[config.mk]
export PLATFORM = sky130hd
export DESIGN_NAME = dfs_handshake
export DESIGN_NICKNAME = d
export VERILOG_FILES = /design/src/rtl/dfs_pkg.sv /design/src/rtl/dfs_sync.sv /design/src/rtl/dfs_cfg.sv /design/src/rtl/dfs_fsm.sv /design/src/rtl/dfs_handshake.sv
export SDC_FILE = /design/constraint.sdc
export NUM_CORES = 1
export LEC_CHECK = 0
export CORE_MARGIN = 3
export CORE_UTILIZATION = 41
export CTS_CLUSTER_DIAMETER = 80
export DETAILED_ROUTE_END_ITERATION = 8
export DONT_BUFFER_PORTS = 1
export PLACE_DENSITY = 0.54
export SLEW_MARGIN = 20
export SYNTH_ARGS = -nofsm -noshare
export SYNTH_HDL_FRONTEND = slang
export SYNTH_SLANG_ARGS = --single-unit
[constraint.sdc]
create_clock -name clk_i -period 2.8 [get_ports clk_i]
set_input_delay 0.42 -clock clk_i [delete_from_list [all_inputs] [get_ports clk_i]]
set_output_delay 0.42 -clock clk_i [all_outputs]
set_load 0.02 [all_outputs]
[src/rtl/dfs_pkg.sv]
package dfs_pkg;
  localparam int REG_W    = 16;
  localparam int CNT_W    = 8;
  localparam int HW_EN_B  = 0;
  localparam int SW_REQ_B = 1;
  localparam int RDY_B    = 2;
  localparam int SETTLE_LSB = 8;

  typedef enum logic [1:0] {
    ST_RUN    = 2'd0,
    ST_DRAIN  = 2'd1,
    ST_READY  = 2'd2,
    ST_SETTLE = 2'd3
  } dfs_state_e;
endpackage

[src/rtl/dfs_sync.sv]
module dfs_sync #(
  parameter int W = 2
) (
  input  logic         clk_i,
  input  logic         rst_ni,
  input  logic [W-1:0] d_ni,
  output logic [W-1:0] q_no
);
  for (genvar i = 0; i < W; i++) begin : g_bit
    logic s1_q, s2_q;
    always_ff @(posedge clk_i or negedge rst_ni) begin
      if (!rst_ni) begin
        s1_q <= 1'b1;
        s2_q <= 1'b1;
      end else begin
        s1_q <= d_ni[i];
        s2_q <= s1_q;
      end
    end
    assign q_no[i] = s2_q;

    p_sync_two_stage_r10: assert property (@(posedge clk_i) disable iff (!rst_ni)
      (q_no[i] != $past(q_no[i])) |-> (q_no[i] == $past(d_ni[i], 2)));
  end
endmodule

[src/rtl/dfs_cfg.sv]
module dfs_cfg
  import dfs_pkg::*;
(
  input  logic             clk_i,
  input  logic             rst_ni,
  input  logic             we_i,
  input  logic [REG_W-1:0] wdata_i,
  input  logic             rdy_i,
  output logic             hw_en_o,
  output logic             sw_req_o,
  output logic [CNT_W-1:0] settle_o,
  output logic [REG_W-1:0] rdata_o
);
  localparam int PAD_W = SETTLE_LSB - RDY_B - 1;

  always_ff @(posedge clk_i or negedge rst_ni) begin
    if (!rst_ni) begin
      hw_en_o  <= 1'b0;
      sw_req_o <= 1'b0;
      settle_o <= CNT_W'(1);
    end else if (we_i) begin
      hw_en_o  <= wdata_i[HW_EN_B];
      sw_req_o <= wdata_i[SW_REQ_B];
      settle_o <= wdata_i[SETTLE_LSB +: CNT_W];
    end
  end

  assign rdata_o = {settle_o, {PAD_W{1'b0}}, rdy_i, sw_req_o, hw_en_o};
endmodule

[src/rtl/dfs_fsm.sv]
module dfs_fsm
  import dfs_pkg::*;
(
  input  logic             clk_i,
  input  logic             rst_ni,
  input  logic             req_i,
  input  logic             bus_idle_i,
  input  logic [CNT_W-1:0] settle_i,
  output logic             hold_o,
  output logic             rdy_o
);
  dfs_state_e state_q, state_d;
  logic [CNT_W-1:0] cnt_q, cnt_d;

  always_comb begin
    state_d = state_q;
    cnt_d   = cnt_q;
    unique case (state_q)
      ST_RUN:    if (req_i) state_d = ST_DRAIN;
      ST_DRAIN:  if (bus_idle_i) state_d = ST_READY;
      ST_READY:  if (!req_i) begin
                   state_d = ST_SETTLE;
                   cnt_d   = (settle_i == '0) ? CNT_W'(1) : settle_i;
                 end
      ST_SETTLE: begin
                   if (cnt_q == CNT_W'(1)) state_d = ST_RUN;
                   else cnt_d = cnt_q - CNT_W'(1);
                 end
      default:   state_d = ST_RUN;
    endcase
  end

  always_ff @(posedge clk_i or negedge rst_ni) begin
    if (!rst_ni) begin
      state_q <= ST_RUN;
      cnt_q   <= '0;
    end else begin
      state_q <= state_d;
      cnt_q   <= cnt_d;
    end
  end

  assign hold_o = (state_q != ST_RUN);
  assign rdy_o  = (state_q == ST_READY);

  p_rdy_after_idle_r3: assert property (@(posedge clk_i) disable iff (!rst_ni)
    $rose(rdy_o) |-> $past(bus_idle_i));
  p_rdy_drop_r7: assert property (@(posedge clk_i) disable iff (!rst_ni)
    (rdy_o && !req_i) |=> !rdy_o);
  p_settle_nonzero_r8: assert property (@(posedge clk_i) disable iff (!rst_ni)
    (state_q == ST_SETTLE) |-> (cnt_q != '0));
  p_hold_after_rdy_r7: assert property (@(posedge clk_i) disable iff (!rst_ni)
    $fell(rdy_o) |-> hold_o);
endmodule

[src/rtl/dfs_handshake.sv]
module dfs_handshake
  import dfs_pkg::*;
(
  input  logic             clk_i,
  input  logic             rst_ni,
  input  logic             shift_req_ni,
  input  logic             stop_req_ni,
  input  logic             bus_idle_i,
  input  logic             cfg_we_i,
  input  logic [REG_W-1:0] cfg_wdata_i,
  output logic [REG_W-1:0] cfg_rdata_o,
  output logic             rdy_no,
  output logic             core_hold_o
);
  logic [1:0]       pins_sync_n;
  logic             hw_en, sw_req, rdy, any_req;
  logic [CNT_W-1:0] settle;

  dfs_sync #(.W(2)) u_sync (
    .clk_i  (clk_i),
    .rst_ni (rst_ni),
    .d_ni   ({stop_req_ni, shift_req_ni}),
    .q_no   (pins_sync_n)
  );

  dfs_cfg u_cfg (
    .clk_i    (clk_i),
    .rst_ni   (rst_ni),
    .we_i     (cfg_we_i),
    .wdata_i  (cfg_wdata_i),
    .rdy_i    (rdy),
    .hw_en_o  (hw_en),
    .sw_req_o (sw_req),
    .settle_o (settle),
    .rdata_o  (cfg_rdata_o)
  );

  // pin path gated by its enable; stop-clock and register paths always live
  assign any_req = (hw_en & ~pins_sync_n[0]) | ~pins_sync_n[1] | sw_req;

  dfs_fsm u_fsm (
    .clk_i      (clk_i),
    .rst_ni     (rst_ni),
    .req_i      (any_req),
    .bus_idle_i (bus_idle_i),
    .settle_i   (settle),
    .hold_o     (core_hold_o),
    .rdy_o      (rdy)
  );

  assign rdy_no = ~rdy;

  p_rdy_implies_hold_r7: assert property (@(posedge clk_i) disable iff (!rst_ni)
    !rdy_no |-> core_hold_o);
  p_pin_ignored_r5: assert property (@(posedge clk_i) disable iff (!rst_ni)
    (!hw_en && !sw_req && pins_sync_n[1] && !core_hold_o) |=> !rdy);
  p_status_pin_r11: assert property (@(posedge clk_i) disable iff (!rst_ni)
    cfg_rdata_o[RDY_B] == !rdy_no);
endmodule

==> results_dict.tcl <==
set metrics [dict create \
    status "completed" \
    cts_tree "built" \
    dpl.hpwl_mm 1.98 \
    rows 20 \
    core_region_area_um2 3100 \
    grt_pass1_wl_mm 4.82 \
    numCtsBuffers 3 \
    drtPass1Iterations 4 \
    slew_violations 0 \
    min_period_ns 2.16 \
    ant_nets 0 \
    cp.arrival_ns 2.32 \
    drt_iter0_drc 41 \
    grtUsageTotal_pct 15.0 \
    clk_pin_slew_worst_paths_ns 0.14 \
    portBuffers 0 \
    cts-htree-levels 1 \
    async_flop_share_pct 100 \
    critPathMaxStageDelay_ns 0.66 \
    synthDistinctLibCells 42 \
    drive_gt1_share_pct 23.2 \
    setup_violations 0 \
    fin_skew_ns 0.00642 \
    post_cts_buffers 0 \
    synthTopCellsByArea "dfrtp_1 (35%), dfstp_2 (9.7%), mux2_2 (8.3%)" \
    synth_edf_count 0 \
    grt_max_degree 25 \
    cap_violations 0 \
    relSlewSlack_pct 46.8 \
    crit_required_ns 2.97 \
    dr_wl_met2_mm 1.24 \
    avgSynthCellArea_um2 10.7 \
    clock_latency_ns 0.31 \
    io_pins 40 \
    die_area_um2 4020 \
    hold_class "input port to async pin" \
    cts_root_buf "clkbuf_4" \
    critical-path-top-delay-family "compound AO/OA/AOI/OAI gates" \
    startpoint_type "flop" \
    diodes 0 \
    clk_path_buf_depth 2 \
    drc_errors 0 \
    fin_tns_setup_ns 0 \
    num_vias 907 \
    cts_sinks 24 \
    hold_viol 0 \
    wl_met3_um 201 \
    place.gp.congestion 0.858 \
    synth_ff_type "dfrtp_1" \
    synth_top_area_cell "dfrtp_1" \
    fin_ws_ns 0.644 \
    ys_warn_count 0 \
    wire_per_inst_um 15.7 \
    initial_utilization_pct 43.5 \
    die_x_um 63.4 \
    synth_seq_area_share_pct 44.9 \
    grt_pass1_vias 964 \
    path_max_fanout 10 \
    routed_wl_mm 2.66 \
    syn_area_um2 1350 \
    ys_seq_elements 24 \
    wl_met1_mm 1.18 \
    viasPerCell 5.37 \
    powerDensity_nw_per_um2 992 \
    period_share_pct 77.0 \
    critical_path_class "flop to flop" \
    antenna_found_initial 0 \
    path_buf_inv 1 \
    overflow 0 \
    cp-end-kind "flop" \
    synth_common_cells "dfrtp_1 (19), inv_1 (10), mux2_2 (10)" \
    max-vdd-ir-drop_v 0.000385 \
    fmax_mhz 464 \
    nets 154 \
    dp_slack_ns 0.694 \
    syn_inst 126 \
    tightest_slew_ns 0.790 \
    critPathSlowestCell "o21ai_0" \
    die_h_um 63.4 \
    top_layer_used "met4" \
    rsz0062_at_grt "no" \
    p_leak_nw 0.616 \
    crit_chain "ha_1, inv_1, a21oi_2, o21ai_0, a221oi_1" \
    yosysTopAreaCellShare_pct 35.2 \
    syn2layout_area_growth_pct 4.45 \
    post-synth-top-count-cell "dfrtp_1" \
]
-- power by group --
part           leakage [nW]  switching (mW)  internal (mW)
logic                 0.315           0.343          0.249
clock network        0.0279           0.107          0.145
registers             0.273           0.119          0.437
-- area by class of cell --
cell class | count | area, µm²
clock inverters | 1 | 30.0
repair buffers | 3 | 20.0
multi-input cells | 84 | 638
inverters | 10 | 37.5
well taps | 44 | 55.1
fillers | 305 | 1690
clock buffers | 3 | 22.5
flip-flops and latches | 24 | 607
-- metal layers --
metal	track usage, %	up-vias
met4	7.82	0
met2	21.8	38
met5	0	-
met1	20.7	430
met3	3.57	5
li1	-	434
-- flip-flops by register name, indices dropped and copies added (netlist names) --
register	cells
u_sync.g_bit.s1_q	2
u_cfg.settle_o	8
u_fsm.cnt_q	8
u_cfg.hw_en_o	1
u_fsm.state_q	2
u_sync.g_bit.s2_q	2
u_cfg.sw_req_o	1
-- logic make-up (layout without fill, tap and decap cells) --
group,count (synthesis),in the layout,share of synthesized area (%)
simple gates,34,34,16.9
other cells,1,5,0.278
flops,24,24,44.9
fa+ha+maj,6,6,5.56
buf+inv,22,17,8.90
mux,13,13,10.9
compound gates,25,25,11.9
xor+xnor,1,1,0.649
-- worst reg2reg max path, delay by kind of cell (launching register included) --
kind | cells | cell delay, ns
compound gates | 3 | 0.97
fa+ha+maj | 1 | 0.33
buf+inv | 1 | 0.27
flops | 1 | 0.44
-- stage by stage --
stage | std cells | utilization [%] | total power [mW] | hold WS, ns | cell area, µm²
finish | 169 | 45.4 | 1.40 | 0.0518 | 1410
detailed placement | 164 | 43.6 | 1.15 | 0.125 | 1350
CTS | 169 | 45.6 | 1.41 | 0.0755 | 1420
floorplan | 130 | - | 1.04 | 0.124 | 1370
global route | 169 | 45.4 | 1.53 | 0.0443 | 1410
global placement | 164 | 43.6 | 1.13 | 0.125 | 1350
-- worst paths after layout --
path | endpoint | cells past startpoint | slack [ns] | startpoint
setup / recovery | u_fsm.cnt_q[0]$_DFFE_PN0P_ | 5 | 0.64 | u_fsm.state_q[1]$_DFFE_PN0P_
hold / removal | u_fsm.cnt_q[2]$_DFFE_PN0P_ | 1 | 0.05 | rst_ni
setup reg to reg | u_fsm.cnt_q[0]$_DFFE_PN0P_ | 5 | 0.64 | u_fsm.state_q[1]$_DFFE_PN0P_
hold reg to reg | u_sync.g_bit[0].s2_q$_DFF_PN1_ | 0 | 0.36 | u_sync.g_bit[0].s1_q$_DFF_PN1_
max in group asynchronous | u_cfg.settle_o[0]$_DFFE_PN1P_ | 1 | 2.38 | rst_ni
min in group clk_i | u_sync.g_bit[1].s1_q$_DFF_PN1_ | 0 | 0.09 | stop_req_ni
-- layout by cell type, fill, tap and decap left out, types with 4 or more instances in the layout --
| cell type | instances |
|---|---|
| dfstp_2 | 5 |
| o21ai_0 | 6 |
| nor2_1 | 4 |
| conb_1 | 5 |
| ha_1 | 6 |
| nand2_1 | 4 |
| nand3_1 | 4 |
| inv_1 | 10 |
| a21oi_1 | 6 |
| dfrtp_1 | 19 |
| mux2_2 | 10 |
-- what timing repair did --
item	4_1_cts	5_1_grt
hold endpoints to repair	24	0
resized for setup	0	0
hold buffers	1	0
(Power assumes the default switching activity.)
